===== src/rtl/edge_pkg.sv =====
package edge_pkg;
    typedef enum logic [1:0] {
        ST_IDLE   = 2'd0,
        ST_PRIME  = 2'd1,
        ST_STREAM = 2'd2
    } edge_state_t;

    typedef enum logic {
        KERN_PREWITT = 1'b0,
        KERN_SOBEL   = 1'b1
    } kern_t;
endpackage


===== src/rtl/edge_window.sv =====
module edge_window #(
    parameter int IMG_W = 16,
    parameter int PIX_W = 8,
    parameter int CW    = $clog2(IMG_W)
) (
    input  logic                    clk,
    input  logic                    rst_n,
    input  logic                    shift,
    input  logic [CW-1:0]           wr_col,
    input  logic [PIX_W-1:0]        pix_in,
    output logic [8:0][PIX_W-1:0]   win
);
    logic [PIX_W-1:0] line_a [IMG_W];   // one line back
    logic [PIX_W-1:0] line_b [IMG_W];   // two lines back
    logic [PIX_W-1:0] tap_q  [3][3];
    logic [PIX_W-1:0] src    [3];

    assign src[0] = line_b[wr_col];
    assign src[1] = line_a[wr_col];
    assign src[2] = pix_in;

    always_ff @(posedge clk) begin
        if (shift) begin
            line_a[wr_col] <= pix_in;
            line_b[wr_col] <= line_a[wr_col];
        end
    end

    always_ff @(posedge clk or negedge rst_n) begin
        if (!rst_n) begin
            for (int r = 0; r < 3; r++)
                for (int c = 0; c < 3; c++)
                    tap_q[r][c] <= '0;
        end else if (shift) begin
            for (int r = 0; r < 3; r++) begin
                tap_q[r][0] <= tap_q[r][1];
                tap_q[r][1] <= tap_q[r][2];
                tap_q[r][2] <= src[r];
            end
        end
    end

    for (genvar r = 0; r < 3; r++) begin : g_row
        for (genvar c = 0; c < 3; c++) begin : g_col
            assign win[r*3+c] = tap_q[r][c];
        end
    end
endmodule


===== src/rtl/edge_grad.sv =====
module edge_grad #(
    parameter int PIX_W = 8,
    parameter int GW    = PIX_W + 3
) (
    input  logic [PIX_W-1:0]     pos_a,
    input  logic [PIX_W-1:0]     pos_m,
    input  logic [PIX_W-1:0]     pos_b,
    input  logic [PIX_W-1:0]     neg_a,
    input  logic [PIX_W-1:0]     neg_m,
    input  logic [PIX_W-1:0]     neg_b,
    input  logic                 double_mid,
    output logic signed [GW-1:0] grad
);
    logic [GW-1:0] sum_p, sum_n, mid_p, mid_n;

    always_comb begin
        mid_p = double_mid ? (GW'(pos_m) << 1) : GW'(pos_m);
        mid_n = double_mid ? (GW'(neg_m) << 1) : GW'(neg_m);
        sum_p = GW'(pos_a) + mid_p + GW'(pos_b);
        sum_n = GW'(neg_a) + mid_n + GW'(neg_b);
        grad  = $signed(sum_p) - $signed(sum_n);
    end
endmodule


===== src/rtl/edge_detect.sv =====
module edge_detect
    import edge_pkg::*;
#(
    parameter int IMG_W = 16,
    parameter int PIX_W = 8
) (
    input  logic             clk,
    input  logic             rst_n,
    input  logic             sof,
    input  logic             pix_valid,
    input  logic [PIX_W-1:0] pix_in,
    input  logic             kern_sel,
    input  logic [PIX_W-1:0] thresh,
    output logic             out_valid,
    output logic [PIX_W-1:0] out_pix
);
    localparam int CW      = $clog2(IMG_W);
    localparam int PRIME_N = 2 * IMG_W + 2;
    localparam int PCW     = $clog2(PRIME_N + 1);
    localparam int GW      = PIX_W + 3;
    localparam logic [PIX_W-1:0] PIX_MAX = '1;

    edge_state_t state_q, state_d;
    logic [CW-1:0]   col_q, cur_col;
    logic [PCW-1:0]  cnt_q, cur_cnt;
    logic            start, emit, border;
    kern_t           kern_q, k0;
    logic [PIX_W-1:0] thr_q, t0, t1, t2;
    logic            v0, v1, v2, b0, b1, b2;
    logic [8:0][PIX_W-1:0] win;
    logic signed [GW-1:0] gx_c, gy_c, gx_q, gy_q;
    logic [GW-1:0]   ax, ay;
    logic [GW:0]     msum;
    logic [PIX_W-1:0] mag_q;

    // Controller: next-state logic
    always_comb begin
        start   = pix_valid && sof;
        cur_col = start ? '0 : col_q;
        cur_cnt = start ? '0 : cnt_q;
        state_d = state_q;
        unique case (state_q)
            ST_IDLE:   if (start) state_d = ST_PRIME;
            ST_PRIME:  if (pix_valid && cur_cnt == PCW'(PRIME_N - 1)) state_d = ST_STREAM;
            ST_STREAM: if (start) state_d = ST_PRIME;
            default:   state_d = ST_IDLE;
        endcase
    end

    // Controller: state register
    always_ff @(posedge clk or negedge rst_n) begin
        if (!rst_n) state_q <= ST_IDLE;
        else        state_q <= state_d;
    end

    // Controller: outputs
    always_comb begin
        emit   = pix_valid && !start && (state_q == ST_STREAM);
        border = (cur_col <= CW'(1));
    end

    always_ff @(posedge clk or negedge rst_n) begin
        if (!rst_n) begin
            col_q  <= '0;
            cnt_q  <= '0;
            kern_q <= KERN_PREWITT;
            thr_q  <= '0;
        end else if (pix_valid) begin
            col_q <= (cur_col == CW'(IMG_W - 1)) ? '0 : cur_col + CW'(1);
            cnt_q <= cur_cnt + PCW'(1);
            if (start) begin
                kern_q <= kern_t'(kern_sel);
                thr_q  <= thresh;
            end
        end
    end

    edge_window #(.IMG_W(IMG_W), .PIX_W(PIX_W), .CW(CW)) u_win (
        .clk(clk), .rst_n(rst_n), .shift(pix_valid), .wr_col(cur_col),
        .pix_in(pix_in), .win(win)
    );

    // Horizontal gradient: lower row minus upper row
    edge_grad #(.PIX_W(PIX_W), .GW(GW)) u_gx (
        .pos_a(win[6]), .pos_m(win[7]), .pos_b(win[8]),
        .neg_a(win[0]), .neg_m(win[1]), .neg_b(win[2]),
        .double_mid(k0 == KERN_SOBEL), .grad(gx_c)
    );
    // Vertical gradient: same structure, window transposed
    edge_grad #(.PIX_W(PIX_W), .GW(GW)) u_gy (
        .pos_a(win[2]), .pos_m(win[5]), .pos_b(win[8]),
        .neg_a(win[0]), .neg_m(win[3]), .neg_b(win[6]),
        .double_mid(k0 == KERN_SOBEL), .grad(gy_c)
    );

    always_comb begin
        ax   = gx_q[GW-1] ? GW'(-gx_q) : GW'(gx_q);
        ay   = gy_q[GW-1] ? GW'(-gy_q) : GW'(gy_q);
        msum = {1'b0, ax} + {1'b0, ay};
    end

    always_ff @(posedge clk or negedge rst_n) begin
        if (!rst_n) begin
            v0 <= 1'b0; v1 <= 1'b0; v2 <= 1'b0; out_valid <= 1'b0;
            b0 <= 1'b0; b1 <= 1'b0; b2 <= 1'b0;
            k0 <= KERN_PREWITT;
            t0 <= '0; t1 <= '0; t2 <= '0;
            gx_q <= '0; gy_q <= '0; mag_q <= '0;
            out_pix <= PIX_MAX;
        end else begin
            // stage 0: window update happens in u_win
            v0 <= emit;
            if (pix_valid) begin
                b0 <= border;
                k0 <= start ? kern_t'(kern_sel) : kern_q;
                t0 <= start ? thresh : thr_q;
            end
            // stage 1: masking
            v1 <= v0; b1 <= b0; t1 <= t0;
            gx_q <= gx_c; gy_q <= gy_c;
            // stage 2: combining with saturation
            v2 <= v1; b2 <= b1; t2 <= t1;
            mag_q <= (msum > (GW+1)'(PIX_MAX)) ? PIX_MAX : msum[PIX_W-1:0];
            // stage 3: threshold
            out_valid <= v2;
            out_pix   <= (!b2 && mag_q > t2) ? '0 : PIX_MAX;
        end
    end

    assert_border_white_R7: assert property (@(posedge clk) disable iff (!rst_n)
        (v2 && b2) |=> (out_valid && out_pix == PIX_MAX));

    assert_settings_hold_R8: assert property (@(posedge clk) disable iff (!rst_n)
        (pix_valid && !sof) |=> ($stable(kern_q) && $stable(thr_q)));

    assert_idle_empty_R11: assert property (@(posedge clk) disable iff (!rst_n)
        (state_q == ST_IDLE) |-> (!v0 && !v1 && !v2 && !out_valid));

    assert_emit_from_stream_R2: assert property (@(posedge clk) disable iff (!rst_n)
        v0 |-> ($past(state_q) == ST_STREAM && $past(pix_valid)));

    assert_out_follows_pipe_R2: assert property (@(posedge clk) disable iff (!rst_n)
        out_valid |-> $past(v2));

    assert_restart_R10: assert property (@(posedge clk) disable iff (!rst_n)
        (pix_valid && sof) |=> (state_q == ST_PRIME));
endmodule


===== config.mk =====
export PLATFORM = sky130hd
export DESIGN_NAME = edge_detect
export DESIGN_NICKNAME = d
export VERILOG_FILES = /design/src/rtl/edge_pkg.sv /design/src/rtl/edge_window.sv /design/src/rtl/edge_grad.sv /design/src/rtl/edge_detect.sv
export SDC_FILE = /design/constraint.sdc
export NUM_CORES = 1
export LEC_CHECK = 0
export BUFFER_PORTS_ARGS = -buffer_cell sky130_fd_sc_hd__buf_2
export CORE_UTILIZATION = 28
export DETAILED_ROUTE_END_ITERATION = 6
export PLACE_DENSITY = 0.51
export SLEW_MARGIN = 20
export SYNTH_ARGS = -nofsm -noshare
export SYNTH_HDL_FRONTEND = slang
export SYNTH_SLANG_ARGS = --single-unit
export TNS_END_PERCENT = 5

===== constraint.sdc =====
create_clock -name clk -period 5.9 [get_ports clk]
set_clock_uncertainty 0.15 [all_clocks]
set_input_delay 0 -clock clk [delete_from_list [all_inputs] [get_ports clk]]
set_output_delay 0 -clock clk [all_outputs]
set_load 0.05 [all_outputs]

Yosys cells after proc, flatten, opt, wreduce, memory -nomap -nowiden
Memory sizes are Yosys's and may differ from the RTL's. A register that Yosys moved wholly into a read port is not among the register bits.
Cells that the tools add are included.
{"block": "classes", "addsub": 15, "reduce_logical": 12, "eq_ne": 6, "magnitude_cmp": 3, "muxes": 18}
{"op": "adder 11 x 8 -> 11 bit", "count": 4}
{"op": "adder 8 x 11 -> 11 bit", "count": 4}
{"op": "2-to-1 mux 9 bit", "count": 4}
{"op": "2-to-1 mux 8 bit", "count": 3}
{"op": "2-to-1 mux 11 bit", "count": 2}
{"op": "negator 11 bit", "count": 2}
{"op": "subtractor 11 bit", "count": 2}
{"op": "adder 11 x 11 -> 12 bit", "count": 1}
{"op": "greater-than comparator 12 x 8 -> 1 bit, second input constant", "count": 1}
{"op": "greater-than comparator 8 bit", "count": 1}
{"op": "2-to-1 mux 4 bit", "count": 2}
{"op": "adder 6 x 1 -> 6 bit, second input constant", "count": 1}
{"op": "== test 6 bit, second input constant", "count": 1}
{"op": "2-to-1 mux 6 bit", "count": 1}
{"op": "logical AND 1 bit", "count": 5}
{"op": "adder 4 x 1 -> 4 bit, second input constant", "count": 1}
{"op": "== test 4 bit, second input constant", "count": 1}
{"op": "less-or-equal comparator 4 x 1 -> 1 bit, second input constant", "count": 1}
{"op": "2-to-1 mux 2 bit", "count": 2}
{"op": "case mux 2 bit (2 select lines)", "count": 1}
{"op": "AND reduction 2 bit", "count": 2}
{"op": "zero test 1 bit", "count": 3}
{"op": "2-to-1 mux 1 bit", "count": 3}
{"op": "== test 2 x 1 -> 1 bit, second input constant", "count": 1}
{"op": "5 further kinds", "count": 5}
{"block": "word_totals", "elab_cells": 82, "inputBits": 21, "memories": 2, "ff_bits": 146, "ramBits": 256, "output_inout_bits": 9}
{"name": "u_win.line_a", "words": 16, "word_bits": 8, "read_ports": 1, "rd_clocked_by_memory_dff": 0, "wr": 1, "line_no": "edge_window.sv:13", "source": "logic [PIX_W-1:0] line_a [IMG_W];"}
{"name": "u_win.line_b", "words": 16, "word_bits": 8, "read_ports": 1, "rd_clocked_by_memory_dff": 1, "wr": 1, "line_no": "edge_window.sv:14", "source": "logic [PIX_W-1:0] line_b [IMG_W];"}

Logic depth before layout (Yosys ltp)
Gate-level depths: netlist of run 1.
{"block": "depth", "depth_word": 6, "depth_mapped": 17, "depth_no_buf": 15}

By module
A second synthesis of run 1 with hierarchy kept.
{"block": "hier_totals", "hier_cells": 1223, "hier_area_um2": 18739.2}
{"mod": "edge_window", "n_inst": 1, "cells_per_inst": 611, "seq_area_each_um2": 9489.1, "area_each_um2": 12440.7}
{"mod": "edge_detect", "n_inst": 1, "cells_per_inst": 303, "seq_area_each_um2": 1878.1, "area_each_um2": 3479.6}
{"mod": "edge_grad at u_gx", "n_inst": 1, "cells_per_inst": 154, "seq_area_each_um2": 0.0, "area_each_um2": 1410.1}
{"mod": "edge_grad at u_gy", "n_inst": 1, "cells_per_inst": 155, "seq_area_each_um2": 0.0, "area_each_um2": 1408.9}

Worst setup path before layout of run 1
No wires, ideal clock.
{"block": "synth_path", "path_kind": "register to register", "from": "register k0", "to": "register gx_q[10]", "period_less_slack_ns": 4.646, "path_stages_with_launch": 16, "t_required_ns": 5.656, "setup_time_ns": 0.094, "n_path_buf": 2, "path_slack_ns": 1.254, "t_arrival_ns": 4.402, "cell_sequence": "dfrtp_1 > clkbuf_1 > clkbuf_1 > mux2i_1 > fa_1 > inv_1 > fa_1 > fa_1 > inv_1 > ha_1 > a21o_1 > a21oi_1 > o21ai_0 > o41ai_1 > nor2_1 > a211oi_1"}
{"block": "synth_via", "elab_chain_cells": 4, "elab_cells_between_ends": 7, "classes_between": "5 x add/sub; 2 x mux"}
{"element": "from (decl)", "line_no": "edge_detect.sv:27", "source": "kern_t kern_q, k0;"}
{"element": "from (signal assigned)", "line_no": "edge_detect.sv:115", "source": "k0 <= start ? kern_t'(kern_sel) : kern_q;"}
{"element": "2-to-1 mux 9 bit, on equally long branches", "line_no": "edge_grad.sv:17, edge_grad.sv:18"}
{"element": "adder 8 x 11 -> 11 bit, on equally long branches", "line_no": "edge_grad.sv:19, edge_grad.sv:20"}
{"element": "adder 11 x 8 -> 11 bit, on equally long branches", "line_no": "edge_grad.sv:19, edge_grad.sv:20"}
{"element": "subtractor 11 bit *", "line_no": "edge_grad.sv:21", "source": "grad = $signed(sum_p) - $signed(sum_n);"}
{"element": "net gx_c[10]", "line_no": "edge_detect.sv:31", "source": "logic signed [GW-1:0] gx_c, gy_c, gx_q, gy_q;"}
{"element": "to (signal assigned)", "line_no": "edge_detect.sv:120", "source": "gx_q <= gx_c; gy_q <= gy_c;"}
{"element": "to (decl)", "line_no": "edge_detect.sv:31"}
Mark *: on every way through the listed nets, which the timed path passes. The rest lies on a longest branch.
A chain may end at the register's enable or synchronous reset.

Worst setup path after layout of run 1
{"block": "layout_path", "from": "register k0", "to": "register gy_q[10]"}
{"block": "layout_via", "elab_chain_cells": 4, "elab_cells_between_ends": 7, "classes_between": "5 x add/sub; 2 x mux"}
{"element": "2-to-1 mux 9 bit, on equally long branches", "line_no": "edge_grad.sv:17, edge_grad.sv:18"}
{"element": "adder 8 x 11 -> 11 bit, on equally long branches", "line_no": "edge_grad.sv:19, edge_grad.sv:20"}
{"element": "adder 11 x 8 -> 11 bit, on equally long branches", "line_no": "edge_grad.sv:19, edge_grad.sv:20"}
{"element": "subtractor 11 bit *", "line_no": "edge_grad.sv:21"}
{"element": "net gy_c[10]", "line_no": "edge_detect.sv:31"}
{"element": "to (signal assigned)", "line_no": "edge_detect.sv:120"}
{"element": "to (decl)", "line_no": "edge_detect.sv:31"}
Marks and branches as above.

==> results of run 1 <==
[flip-flops by register name, summed over array words and instances, names as in the netlist, 4 cells and up]
register      cells
cnt_q             6
col_q             4
gx_q             11
gy_q             11
mag_q             8
t0                8
t1                8
t2                8
u_win.line_a    128
u_win.line_b    128
u_win.win        72
[cells in the mapped netlist, types with 18 or more instances]
master,instances,area (µm²)
mux2i_1,54,541
clkbuf_1,29,109
xnor2_1,25,219
nand2_1,93,349
fa_1,67,1340
nor2b_1,18,113
a21oi_1,51,255
buf_4,18,135
edfxtp_1,256,7690
ha_1,50,626
o21ai_0,58,290
nor2_1,89,334
dfrtp_1,146,3650
mux2_2,73,822
inv_1,117,439
[worst max-delay path: stages, from the launching register on]
cell and delay, ns:
dfrtp_1 0.58, buf_4 0.42, mux2i_1 0.27, fa_1 0.44, inv_1 0.09, fa_1 0.42
fa_1 0.60, inv_1 0.06, ha_1 0.28, a21o_1 0.17, a21oi_1 0.21, o21ai_0 0.16
o41ai_1 0.41, nor2_1 0.10, a211oi_1 0.22
[per-stage QoR]
| stage | utilization (%) | cell area (µm²) | hold WS, ns | std cells |
|---|---|---|---|---|
| 6_report | 32.5 | 21800 | 0.0259 | 2352 |
| 4_1_cts | 32.5 | 21800 | 0.00128 | 2351 |
| 3_3_place_gp | 29.9 | 20100 | -0.0396 | 2244 |
| 2_1_floorplan | - | 19000 | -0.446 | 1388 |
| 5_1_grt | 32.5 | 21800 | 0.0455 | 2351 |
| 3_5_place_dp | 30.0 | 20100 | -0.0320 | 2244 |
[kinds of logic (layout without fill, tap and decap cells)]
kind of cell	count (synthesis)	in the layout	synth area share (%)
mux	144	144	9.15
buf+inv	189	279	4.32
other cells	0	1	0
flops	403	403	59.8
simple gates	252	252	5.90
fa+ha+maj	117	117	10.4
xor+xnor	35	35	1.61
compound gates	248	248	8.84
[what timing repair did]
action	4_1_cts	5_1_grt
buffers inserted	0	0
hold buffers	27	0
resized for setup	0	0
hold endpoints to repair	265	0
[final timing paths]
path / start / endpoint / slack, ns / cells past startpoint
min: thresh[0] / t0[0] / 0.03 / 4
max reg2reg: k0 / gy_q[10] / 1.21 / 14
min in group asynchronous: rst_n / out_pix[6] / 0.35 / 3
min reg2reg: v1 / v2 / 0.20 / 0
max: k0 / gy_q[10] / 1.21 / 14
max in group asynchronous: rst_n / u_win.win[71] / 4.46 / 4
[metal layers]
metal	up-vias	part of all wire [%]	routed length [µm]
met3	57	5.4	2320
met5	-	0	0
met2	240	46	20000
met4	0	2.1	926
met1	5602	46	20100
li1	5101	-	-
[area by class of cell]
type	count	area share, %
multi-input cells	796	31.5
repair buffers	80	2.85
clock inverters	19	0.865
well taps	873	5.00
flip-flops and latches	403	52.1
clock buffers	61	5.62
diodes	1	0.0115
inverters	119	2.05
==> results by group, run 1 <==
Run status
  – Outcome: finished clean

Layout
  – Fill cell instance count of the final layout: 6553
  – Sequential cell area: 11400 µm²
  – Fraction of final layout cells sized beyond drive strength 1: 16.0%
  – Most common cell after layout, fill and taps aside: edfxtp_1
  – Net total in the final layout: 1582
  – Area of combinational cells with multiple inputs: 6890 µm²
  – Area growth from synthesis to final layout: 14.9%
  – Commonest cells after routing, fill and taps aside: edfxtp_1 (256), dfrtp_1 (144), inv_1 (117), nand2_1 (93)

Place
  – Weighted congestion reported at the end of routability-driven placement: 0.759
  – Worst setup slack after placement: 1.17 ns
  – Post-DP HPWL: 27600 µm
  – Number of buffer cells added on primary ports: 29

Synthesis
  – Gate Count Post-Synth: 1388
  – Mean cell area of the mapped netlist: 13.7 µm²
  – Synth Cell Area: 19000 µm²
  – EDFF count, synth: 256
  – Sequential share of the synthesized area: 59.8%
  – Post-synthesis cell type count: 66
  – FFs w/ async S/R, synth: 36.5%
  – Warnings, synthesis: 0
  – Most used flip-flop cell after synthesis: edfxtp_1
  – Number of flip-flops and latches in the synthesized netlist: 403
  – Synthesized net count: 1526

Drt
  – Vias: 11000
  – Detailed router's first-iteration violation count: 806
  – Routed wirelength normalized by instance count: 18.4 µm
  – Detailed-routing iteration count for the pre-antenna-repair pass: 5
  – Total wire length: 43400 µm
  – Remaining antenna violation count after routing: 0
  – DRC Markers: 0
  – Detailed-route vias per instance: 4.68

STA
  – Slew headroom: 29.2%
  – Slew Limit Fails: 0
  – Final sum of negative setup slack: 0 ns
  – Post-route fraction of the period consumed by the critical path: 79.5%
  – Transition at the pin with the smallest max-transition slack: 1.06 ns
  – Tmin final: 4.69 ns
  – Endpoints failing hold: 0
  – Crit path setup slack, layout: 1.21 ns
  – RSZ-0062 raised after global routing: no
  – Maximum frequency from static timing analysis: 213 MHz
  – Setup-violating endpoint count in the final report: 0

Floorplan
  – # IOs: 30
  – Std cell rows: 95
  – Die H: 263 µm
  – Core Area: 67200 µm²
  – Chip width: 263 µm
  – Die Area: 68900 µm²
  – Starting density of the core: 28.3%

Setup path
  – Worst Path Required: 6.24 ns
  – Critical Path Start Type: flop
  – Worst setup EP type: flop
  – Critical Path Fanout Max: 26
  – Data arrival time at the worst-slack endpoint: 5.03 ns
  – Type of the worst setup path: reg -> reg

CTS
  – Sinks on the clock net: 403
  – Clock slew at reported path FFs: 0.06 ns
  – Worst-skew pair later-pin latency: 0.58 ns
  – CTS H-tree depth: 2
  – CTS tree: done
  – Max Root-Sink Buffers: 3
  – Clk root buf: clkbuf_16
  – Num CTS Buffers: 44

GRT
  – Met1 track demand over resource in global routing: 17.6%
  – GR peak layer: met2
  – Number of global-route vias before repair: 11500
  – First-pass GRT wire length: 68300 µm
  – Total global-route track usage: 12.8%
  – Initial antenna violation count: 0
  – Met2 track demand over resource in global routing: 20.6%
  – Residual overflow from global routing: 0
  – Pin count of the biggest net entering global routing: 85
  – Global-route track usage on met3: 2.23%

Flow run
  – Max Cap Viol: 0

Hold path
  – Worst hold path type: in -> reg
Power of run 1 is left out: the tool's default activity adds up to more than one toggle a clock period on the data nets, which glitch-free logic cannot reach.
==> run 2: changes to the inputs <==
clock period = 4.6 ns   (was 5.9 ns; I/O delays follow)
==> results by group, run 2 (same netlist as run 1, synthesis figures left out) <==
Layout
  – Net total in the final layout: 1591
  – Area growth from synthesis to final layout: 15.3%
  – Commonest cells after routing, fill and taps aside: edfxtp_1 (256), dfrtp_1 (144), inv_1 (117), nand2_1 (93)
  – Fraction of final layout cells sized beyond drive strength 1: 16.9%
  – Diode insertion count for antenna repair: 0
  – Fill cell instance count of the final layout: 6560
  – Most common cell after layout, fill and taps aside: edfxtp_1
  – Non-filler cells in the finished layout: 2363

Floorplan
  – Starting density of the core: 28.3%
  – Die Area: 68900 µm²
  – # IOs: 30
  – Die H: 263 µm
  – Chip width: 263 µm
  – Core Area: 67200 µm²
  – Std cell rows: 95

Drt
  – Detailed-route vias per instance: 4.67
  – Detailed router's first-iteration violation count: 804
  – Remaining antenna violation count after routing: 0
  – Detailed-routing iteration count for the pre-antenna-repair pass: 5
  – DRC Markers: 0
  – Routed wirelength normalized by instance count: 18.3 µm
  – Total wire length: 43300 µm
  – Vias: 11000

Setup path
  – Category of cells accounting for the largest share of critical-path delay: adder cells
  – Number of cells traversed by the worst register-to-register path: 15
  – R2R Path End: gy_q[9]
  – Type of the worst setup path: reg -> reg
  – Critical Path Fanout Max: 6
  – Worst Path Required: 4.94 ns
  – Critical Path Start Type: flop
  – Worst setup EP type: flop
  – Reg-to-reg critical path startpoint: k0
  – Worst R2R Setup Slack: 0.29 ns
  – Buffers and inverters on the worst path: 3
  – Slowest stage delay, CP: 0.54 ns
  – Cell-by-cell listing of the critical path: mux2_2 > fa_1 > inv_1 > fa_1 > inv_1 > fa_1 > ha_1 > inv_1 > fa_1 > nor2b_1 > o21ai_0 > a21boi_0 > o21a_1 > o41a_1 > xor2_1
  – Cell type with the highest occurrence count on the critical path: fa_1
  – Slowest cell on the critical path: fa_1
  – Data arrival time at the worst-slack endpoint: 4.65 ns

STA
  – Slew Limit Fails: 0
  – Post-route fraction of the period consumed by the critical path: 93.6%
  – Transition at the pin with the smallest max-transition slack: 0.905 ns
  – Final hold slack: -0.0616 ns
  – Maximum frequency from static timing analysis: 232 MHz
  – Tmin final: 4.31 ns
  – Endpoints failing hold: 25
  – Slew headroom: 39.0%
  – Setup-violating endpoint count in the final report: 0
  – RSZ-0062 raised after global routing: no

GRT
  – First-pass GRT wire length: 69400 µm
  – Total global-route track usage: 12.9%
  – Initial antenna violation count: 0
  – Number of global-route vias before repair: 11500
  – Pin count of the biggest net entering global routing: 110
  – Residual overflow from global routing: 0

Place
  – Weighted congestion reported at the end of routability-driven placement: 0.773
  – Post-DP HPWL: 28600 µm
  – Number of instances in the placed design: 2255
  – Number of buffer cells added on primary ports: 29

CTS
  – Max Root-Sink Buffers: 3
  – Post-CTS setup repair buffer count: 0
  – Clk root buf: clkbuf_16
  – Worst-skew pair later-pin latency: 0.59 ns
  – CTS H-tree depth: 2
  – Num CTS Buffers: 45
  – CTS tree: done
  – Sinks on the clock net: 403
  – Clock slew at reported path FFs: 0.06 ns

Run status
  – Violations in the final reports: negative hold slack
  – Outcome: finished, violations left

Flow run
  – Max Cap Viol: 0

Hold path
  – Worst hold path type: in -> async
run 2: repair_timing:
action,4_1_cts,5_1_grt
gates resized for setup,0,3
hold endpoints to repair,279,0
hold buffers,24,0
setup endpoints to repair,0,3
run 2: cell type report:
cell class | instances | area (µm²) | area share (%)
clock buffers | 59 | 1200 | 5.47
clock inverters | 25 | 205 | 0.937
inverters | 119 | 447 | 2.04
multi-input cells | 796 | 6890 | 31.5
flip-flops and latches | 403 | 11400 | 51.9
well taps | 873 | 1090 | 4.99
repair buffers | 88 | 697 | 3.18
run 2: worst max path at each step:
stage / start / end / slack (ns) / cells past startpoint
4_1_cts: k0 / gy_q[10] / 0.20 / 14
6_report: k0 / gy_q[9] / 0.29 / 15
3_5_place_dp: k0 / gy_q[10] / 0.19 / 14
5_1_grt: k0 / gx_q[9] / 0.03 / 15
2_1_floorplan: k0 / gx_q[9] / -0.01 / 17
3_3_place_gp: k0 / gx_q[10] / 0.28 / 14
run 2: routing by layer:
layer | share of wire, % | track usage [%] | vias to the layer above
met4 | 1.7 | 3.47 | 0
met5 | 0 | 0 | -
met3 | 5.1 | 2.38 | 55
li1 | - | - | 5121
met1 | 46 | 17.5 | 5626
met2 | 48 | 21.1 | 222
run 2: worst reg2reg max path, stage by stage (launching register included):
cell and delay (ns):
dfrtp_1 0.46, mux2_2 0.38, fa_1 0.48, inv_1 0.05, fa_1 0.47, inv_1 0.05
fa_1 0.54, ha_1 0.18, inv_1 0.06, fa_1 0.41, nor2b_1 0.12, o21ai_0 0.10
a21boi_0 0.30, o21a_1 0.19, o41a_1 0.14, xor2_1 0.17
run 2: metrics by stage:
step / hold slack [ns] / TNS [ns] / cell area [µm²] / util [%] / setup WS (ns)
after floorplan: -0.446 / -0.0109 / 19000 / - / -0.0109
after global placement: 0.0589 / 0 / 20200 / 30.1 / 0.276
after detailed placement: 0.0546 / 0 / 20200 / 30.1 / 0.186
after CTS: 0.00860 / 0 / 21900 / 32.6 / 0.201
after global routing: 0.0317 / 0 / 21900 / 32.6 / 0.0332
final: -0.0616 / 0 / 21900 / 32.6 / 0.294
Power of run 2 is left out for the same reason.
